==> src/rtl/tourn_pkg.sv <==
package tourn_pkg;
  typedef logic [1:0] ctr2_t;

  localparam ctr2_t CTR_MIN     = 2'b00;
  localparam ctr2_t CTR_MAX     = 2'b11;
  localparam ctr2_t CTR_WEAK_NT = 2'b01;

  // saturating one-step move of a 2-bit counter
  function automatic ctr2_t sat_step(input ctr2_t c, input logic up);
    ctr2_t r;
    if (up) r = (c == CTR_MAX) ? c : ctr2_t'(c + 2'd1);
    else    r = (c == CTR_MIN) ? c : ctr2_t'(c - 2'd1);
    return r;
  endfunction

  // direction carried by a counter
  function automatic logic ctr_dir(input ctr2_t c);
    return c[1];
  endfunction
endpackage

==> src/rtl/tourn_ctr_table.sv <==
module tourn_ctr_table
  import tourn_pkg::*;
#(
  parameter int    IDX_W   = 6,
  parameter ctr2_t RST_VAL = CTR_WEAK_NT
) (
  input  logic             clk,
  input  logic             rst_n,
  input  logic [IDX_W-1:0] rd_idx,
  output ctr2_t            rd_ctr,
  input  logic             wr_en,
  input  logic [IDX_W-1:0] wr_idx,
  input  logic             wr_up,
  output ctr2_t            wr_old,
  output ctr2_t            wr_new
);
  localparam int DEPTH = 1 << IDX_W;

  ctr2_t entry [DEPTH];

  assign rd_ctr = entry[rd_idx];
  assign wr_old = entry[wr_idx];
  assign wr_new = sat_step(wr_old, wr_up);

  for (genvar g = 0; g < DEPTH; g++) begin : g_ent
    always_ff @(posedge clk) begin
      if (!rst_n)
        entry[g] <= RST_VAL;
      else if (wr_en && (wr_idx == IDX_W'(g)))
        entry[g] <= wr_new;
    end
  end
endmodule

==> src/rtl/tourn_ghist.sv <==
module tourn_ghist #(
  parameter int W = 6
) (
  input  logic         clk,
  input  logic         rst_n,
  input  logic         shift_en,
  input  logic         bit_in,
  output logic [W-1:0] hist
);
  always_ff @(posedge clk) begin
    if (!rst_n)        hist <= '0;
    else if (shift_en) hist <= {hist[W-2:0], bit_in};
  end
endmodule

==> src/rtl/tourn_predictor.sv <==
module tourn_predictor
  import tourn_pkg::*;
#(
  parameter int PC_W      = 32,
  parameter int BIM_IDX_W = 6,
  parameter int GSH_IDX_W = 6,
  parameter int CH_IDX_W  = 6
) (
  input  logic            clk,
  input  logic            rst_n,
  input  logic [PC_W-1:0] pred_pc,
  output logic            pred_taken,
  output logic            pred_bim,
  output logic            pred_gsh,
  input  logic            upd_valid,
  input  logic [PC_W-1:0] upd_pc,
  input  logic            upd_taken,
  input  logic            upd_bim_pred,
  input  logic            upd_gsh_pred
);
  localparam int PC_LSB = 2;

  logic [GSH_IDX_W-1:0] ghist;
  logic [BIM_IDX_W-1:0] bim_rd_idx, bim_wr_idx;
  logic [GSH_IDX_W-1:0] gsh_rd_idx, gsh_wr_idx;
  logic [CH_IDX_W-1:0]  ch_rd_idx, ch_wr_idx;
  ctr2_t bim_rd, gsh_rd, ch_rd;
  ctr2_t bim_old, bim_new, gsh_old, gsh_new, ch_old, ch_new;
  logic  bim_we, gsh_we, ch_we, ch_up, comp_disagree;

  // index generation
  assign bim_rd_idx = pred_pc[PC_LSB +: BIM_IDX_W];
  assign ch_rd_idx  = pred_pc[PC_LSB +: CH_IDX_W];
  assign gsh_rd_idx = pred_pc[PC_LSB +: GSH_IDX_W] ^ ghist;
  assign bim_wr_idx = upd_pc[PC_LSB +: BIM_IDX_W];
  assign ch_wr_idx  = upd_pc[PC_LSB +: CH_IDX_W];
  assign gsh_wr_idx = upd_pc[PC_LSB +: GSH_IDX_W] ^ ghist;

  // training events
  assign comp_disagree = upd_bim_pred ^ upd_gsh_pred;
  assign bim_we = upd_valid;
  assign gsh_we = upd_valid;
  assign ch_we  = upd_valid && comp_disagree;
  assign ch_up  = (upd_gsh_pred == upd_taken);

  tourn_ctr_table #(.IDX_W(BIM_IDX_W), .RST_VAL(CTR_WEAK_NT)) u_bim (
    .clk(clk), .rst_n(rst_n), .rd_idx(bim_rd_idx), .rd_ctr(bim_rd),
    .wr_en(bim_we), .wr_idx(bim_wr_idx), .wr_up(upd_taken),
    .wr_old(bim_old), .wr_new(bim_new));

  tourn_ctr_table #(.IDX_W(GSH_IDX_W), .RST_VAL(CTR_WEAK_NT)) u_gsh (
    .clk(clk), .rst_n(rst_n), .rd_idx(gsh_rd_idx), .rd_ctr(gsh_rd),
    .wr_en(gsh_we), .wr_idx(gsh_wr_idx), .wr_up(upd_taken),
    .wr_old(gsh_old), .wr_new(gsh_new));

  tourn_ctr_table #(.IDX_W(CH_IDX_W), .RST_VAL(CTR_WEAK_NT)) u_ch (
    .clk(clk), .rst_n(rst_n), .rd_idx(ch_rd_idx), .rd_ctr(ch_rd),
    .wr_en(ch_we), .wr_idx(ch_wr_idx), .wr_up(ch_up),
    .wr_old(ch_old), .wr_new(ch_new));

  tourn_ghist #(.W(GSH_IDX_W)) u_hist (
    .clk(clk), .rst_n(rst_n), .shift_en(upd_valid), .bit_in(upd_taken),
    .hist(ghist));

  assign pred_bim   = ctr_dir(bim_rd);
  assign pred_gsh   = ctr_dir(gsh_rd);
  assign pred_taken = ctr_dir(ch_rd) ? pred_gsh : pred_bim;
endmodule

==> config.mk <==
export PLATFORM = sky130hd
export DESIGN_NAME = tourn_predictor
export DESIGN_NICKNAME = d
export VERILOG_FILES = /design/src/rtl/tourn_pkg.sv /design/src/rtl/tourn_ctr_table.sv /design/src/rtl/tourn_ghist.sv /design/src/rtl/tourn_predictor.sv
export SDC_FILE = /design/constraint.sdc
export NUM_CORES = 1
export LEC_CHECK = 0
export ABC_AREA = 0
export BUFFER_PORTS_ARGS = -buffer_cell sky130_fd_sc_hd__buf_2
export CORE_MARGIN = 3
export CORE_UTILIZATION = 46
export CTS_BUF_LIST = sky130_fd_sc_hd__clkbuf_2 sky130_fd_sc_hd__clkbuf_4 sky130_fd_sc_hd__clkbuf_8
export CTS_CLUSTER_SIZE = 24
export DETAILED_ROUTE_END_ITERATION = 12
export PLACE_DENSITY = 0.68
export SLEW_MARGIN = 0
export SYNTH_ARGS = -nofsm -noshare
export SYNTH_HDL_FRONTEND = slang
export SYNTH_SLANG_ARGS = --single-unit
export TNS_END_PERCENT = 20
==> constraint.sdc <==
create_clock -name clk -period 3.87 [get_ports clk]
set_input_delay 0.1935 -clock clk [delete_from_list [all_inputs] [get_ports clk]]
set_output_delay 0.1935 -clock clk [all_outputs]
set_load 0.01 [all_outputs]
[Yosys cells after proc, flatten, opt, wreduce, memory -nomap -nowiden]
Memory sizes are Yosys's and may differ from the RTL's.
Cells that the tools add are included.
Storage, ports and cells
  memory bits (writable): 384
  output and inout port bits: 3
  word-level logic and storage cells: 1312
  register bits after elaboration: 6
  memories: 3
  input bits: 70
Operators by class
  reductions and logical operators: 198
  bitwise operators: 195
  $add $sub $neg: 6
  equal/unequal tests: 130
  muxes and demuxes: 779
Memories
  u_bim.entry: words 64, bits a word 2, rd ports 2, clocked after memory_dff 0, write ports 64, RTL line tourn_ctr_table.sv:19  | ctr2_t entry [DEPTH];
  u_ch.entry: words 64, bits a word 2, rd ports 2, clocked after memory_dff 0, write ports 64, RTL line tourn_ctr_table.sv:19
  u_gsh.entry: words 64, bits a word 2, rd ports 2, clocked after memory_dff 0, write ports 64, RTL line tourn_ctr_table.sv:19
Operator list (number)
  $mux 1: 578
  $mux 2: 201
  $eq 6x6->1 const B: 64
  $logic_and 1x1->1: 193
  $eq 6x5->1 const B: 32
  $or 1x1->1: 192
  $eq 6x4->1 const B: 16
  $eq 6x3->1 const B: 8
  $eq 6x2->1 const B: 4
  $eq 6x1->1 const B: 2
  $logic_not 6->1: 2
  $xor 6x6->6: 2
  $add 2x1->2 const B: 3
  $eq 2x2->1 const B: 3
  $logic_not 2->1: 3
  $sub 2x1->2 const B: 3
  $eq 1x1->1: 1
  $xor 1x1->1: 1

[Logic depth before layout (Yosys ltp)]
  depth after elaboration: 7
  gate-level depth with buffers: 14
  mapped depth without buffers: 8

[Hierarchy]
A second synthesis with hierarchy kept.
Second synthesis, totals
  cell total of the unflattened synthesis: 1790
  area, all modules: 22773.1 um^2
By module, submodules not included
  tourn_ctr_table at u_ch ...: instances 2, cells an instance 573, seq. area each 3843.7 um^2, area each 7452.1 um^2
  tourn_ctr_table at u_bim: instances 1, cells an instance 609, seq. area each 3843.7 um^2, area each 7499.7 um^2
  tourn_ghist: instances 1, cells an instance 19, seq. area each 120.1 um^2, area each 229.0 um^2
  tourn_predictor: instances 1, cells an instance 16, seq. area each 0.0 um^2, area each 140.1 um^2

[Worst setup path before layout]
No wires, ideal clock.
  path kind: register to output
  start: reg u_hist.hist[0]
  end: out pred_taken
  stages on the path, launching flop included: 9
  data arrival time: 2.999 ns
  path buffers: 2
  slack: 0.677 ns
  required time: 3.677 ns
  cell sequence: dfxtp_1 -> buf_2 -> xor2_1 -> buf_4 -> mux4_2 -> mux4_2 -> a211oi_1 -> a21oi_1 -> mux2_2
On the way
  cells in the longest elaborated chain, start to end: 3
Ends and longest elaborated chain
  start: declaration: RTL line tourn_ghist.sv:8  | output logic [W-1:0] hist
  start signal: assignment: RTL line tourn_ghist.sv:12  | else if (shift_en) hist <= {hist[W-2:0], bit_in};
  $xor 6x6->6: RTL line tourn_predictor.sv:34  | assign gsh_rd_idx = pred_pc[PC_LSB +: GSH_IDX_W] ^ ghist;
  $mem_v2 64x2
  net pred_gsh: RTL line tourn_predictor.sv:14  | output logic pred_gsh,
  $mux 1: RTL line tourn_predictor.sv:67  | assign pred_taken = ctr_dir(ch_rd) ? pred_gsh : pred_bim;
  end: declaration: RTL line tourn_predictor.sv:12  | output logic pred_taken,
The timed path passes the listed nets, and every way through them passes these cells.

[Worst setup path after layout]
  start: reg u_hist.hist[1]
  end: out pred_taken
On the way
  cells in the longest elaborated chain, start to end: 3
Ends and longest elaborated chain (RTL line)
  $xor 6x6->6: tourn_predictor.sv:34
  $mem_v2 64x2
  $mux 1: tourn_predictor.sv:67
No other way between the ends.

==> flow_metrics.py <==
metrics = {
    "place": {
        "pre_cts_slack_ns": 0.320,
        "place_inst": 2187,
        "port_buffers": 20,
        "dp_hpwl_mm": 37.0,
        "gp_congestion": 0.904,
    },
    "synth": {
        "synthMuxAreaShare": 0.181,
        "synth_warnings": 0,
        "synth-seq-cells": 390,
        "synth_compound_area_frac": 0.0969,
        "postSynthAreaPerCell_sq_um": 12.5,
        "syn-instance-count": 1699,
        "synth_edf_count": 384,
        "synth_area_sq_um": 21200,
        "synth_fa_ha_area_frac": 0.00100,
        "synth_async_sr_flop_share": 0,
        "synthFlopType": "edfxtp_1",
        "synth.distinct_cells": 52,
        "synth_top_family_by_area": "multiplexers",
        "syn_nets": 1769,
        "synth.yosys.seq_area_share": 0.550,
        "synth_xor_area_frac": 0.00820,
        "yosys.area_share.simple": 0.113,
    },
    "power_and_ir_drop": {
        "p_per_area_nw_per_um2": 407,
        "power.leakage_nw": 7.20,
        "total_power_mw": 9.39,
        "peakVddDrop_v": 0.000252,
    },
    "cells_and_area": {
        "fillers": 3898,
        "syn2layout_area_growth_pct": 8.72,
        "utilization": 0.507,
        "final_cells": 2310,
        "drive_gt1_frac": 0.214,
        "final_nets": 1728,
    },
    "cts": {
        "cts_num_sinks": 390,
        "path_clk_slew_ns": 0.07,
        "clkLatencyLatePin_ns": 0.63,
        "cts_tree": "built",
        "cts_htree_levels": 2,
        "clock-root-buffer": "clkbuf_8",
        "clockBufferDepth": 3,
        "cts_inserted_buffers": 60,
    },
    "detailed_routing": {
        "drt-wirelength-per-cell_um": 24.7,
        "ant_nets": 0,
        "remaining_drc_errors": 0,
        "wl_mm": 57.0,
        "first_pass_iters": 5,
        "vias_per_cell": 6.49,
        "vias": 15000,
        "drtIter0Drc": 1948,
    },
    "timing": {
        "worst_slack_ns": 0.104,
        "max_freq_mhz": 266,
        "fin_skew_ns": 0.0125,
        "finalSetupTns_ns": 0,
        "setup_violations": 0,
        "finalCriticalPeriod_ns": 3.77,
        "rsz0062_at_grt": "false",
        "finalHoldViolations": 0,
        "max_slew_margin": 0.345,
        "period_share": 0.973,
        "worst_pin_slew_ns": 0.979,
        "finalMaxSlewViolations": 0,
    },
    "setup_path": {
        "crit_fanout": 16,
        "worst_ep_required_time_ns": 3.68,
        "worst_setup_path_end_kind": "primary output",
        "rr_worst_depth": 10,
        "criticalPathCategory": "reg -> out",
        "critPathArrivalTime_ns": 3.57,
        "worst_setup_path_start_kind": "register",
    },
    "floorplanning": {
        "fp.dieH_um": 221,
        "core_sq_um": 45500,
        "die_area_sq_um": 48700,
        "initial_core_util": 0.466,
        "io_pins": 73,
        "num_rows": 78,
        "die_width_um": 221,
    },
    "global_routing": {
        "antenna_found_initial": 3,
        "grt_pass1_wl_mm": 87.4,
        "grt.overflow.total": 0,
        "grt_pass1_vias": 14800,
        "grt_start_max_net_pins": 65,
        "grt_util_all_layers": 0.235,
    },
    "min_path": {
        "hold_depth": 4,
        "hold_class": "in -> reg",
    },
    "status": {
        "status": "finished clean",
    },
    "flow_run": {
        "cap_violations": 0,
    },
}
## layout by cell type (no fill, tap or decap), drive strengths merged, types with 8 or more instances in the layout
cell,Yosys,final
xor2,11,11
nor2b,14,14
o31ai,65,65
nand3,14,14
nor3,133,133
clkbuf,120,79
a22oi,9,9
mux2i,39,39
edfxtp,384,384
mux4,153,153
o21bai,64,64
nand2,299,299
buf,85,100
nor2,96,96
clkinv,0,32
o22ai,11,11
o21ai,68,68
xnor2,8,8
a21oi,78,78
## cell usage after synthesis, types with 10 or more instances
library cell	count	area share
nor3_1	133	0.031
o21bai_1	62	0.022
mux2i_1	39	0.018
buf_6	24	0.013
nand2_1	299	0.053
nor2b_1	14	0.0041
o21ai_0	68	0.016
buf_2	46	0.011
o31ai_1	65	0.023
clkbuf_1	120	0.021
o22ai_1	10	0.0030
nand3_1	14	0.0033
a21oi_1	78	0.018
nor2_1	94	0.017
mux4_2	153	0.16
edfxtp_1	384	0.54
xor2_1	10	0.0041
## path summary, 6_finish.rpt
check | from | to | slack, ns
max | u_hist.hist[1] | pred_taken | 0.10
min | upd_valid | u_hist.hist[3] | 0.14
max reg2reg | u_hist.hist[0] | u_gsh.entry[28][0] | 0.44
min reg2reg | u_hist.hist[5] | u_hist.hist[5] | 0.60
## through the flow
stage,cell area (sq um),hold WS [ns]
5_1_grt,23000,0.133
6_report,23000,0.141
3_3_place_gp,21800,0.583
2_1_floorplan,21200,0.363
3_5_place_dp,21800,0.590
4_1_cts,23000,0.0930
## critical path, cell delays in order (launching register included)
cell and delay (ns):
dfxtp_1 0.50, xor2_2 0.15, buf_4 0.33, mux4_2 0.41, mux4_2 0.51, nor2b_1 0.15, a211oi_1 0.22, a21oi_1 0.17
mux2_2 0.35, buf_2 0.15
## area by class of cell
class                   count  area, sq um  share of cell area
diodes                      1         2.50            0.000109
clock buffers              79          987              0.0428
clock inverters            34          149             0.00646
inverters                   5         18.8            0.000814
multi-input cells        1099         8550               0.371
flip-flops and latches    390        11700               0.506
well taps                 600          751              0.0326
repair buffers            102          932              0.0404
## registers in the layout, summed over array words and instances, names as in the netlist
name	flops
u_gsh.entry	128
u_bim.entry	128
u_hist.hist	6
u_ch.entry	128
## power breakdown
| group | internal [mW] | total [mW] | switching (mW) |
|---|---|---|---|
| registers | 4.71 | 4.76 | 0.0451 |
| clock network | 1.66 | 3.30 | 1.64 |
| logic | 0.468 | 1.33 | 0.861 |
## what timing repair did
item                                    CTS  global route
endpoints found under the setup margin    1             1
hold buffers                              2             0
resized for setup                         1             1
endpoints found under the hold margin     4             0
buffers inserted                          7             0
## cell families after synthesis
| kind of cell | after synthesis |
|---|---|
| AO/OA/AOI/OAI | 317 |
| buffers and inverters | 210 |
| XOR/XNOR | 19 |
| AND/OR/NAND/NOR | 568 |
| adder cells (fa/ha/maj) | 2 |
| flip-flops | 390 |
| multiplexers | 193 |
## layer usage
layer / GRT usage / wire, um
met1: 0.325 / 21800
met5: 0 / 8
met2: 0.372 / 27200
met4: 0.0949 / 2260
met3: 0.0400 / 5800
Note: power is estimated with default switching activity, not from simulation.
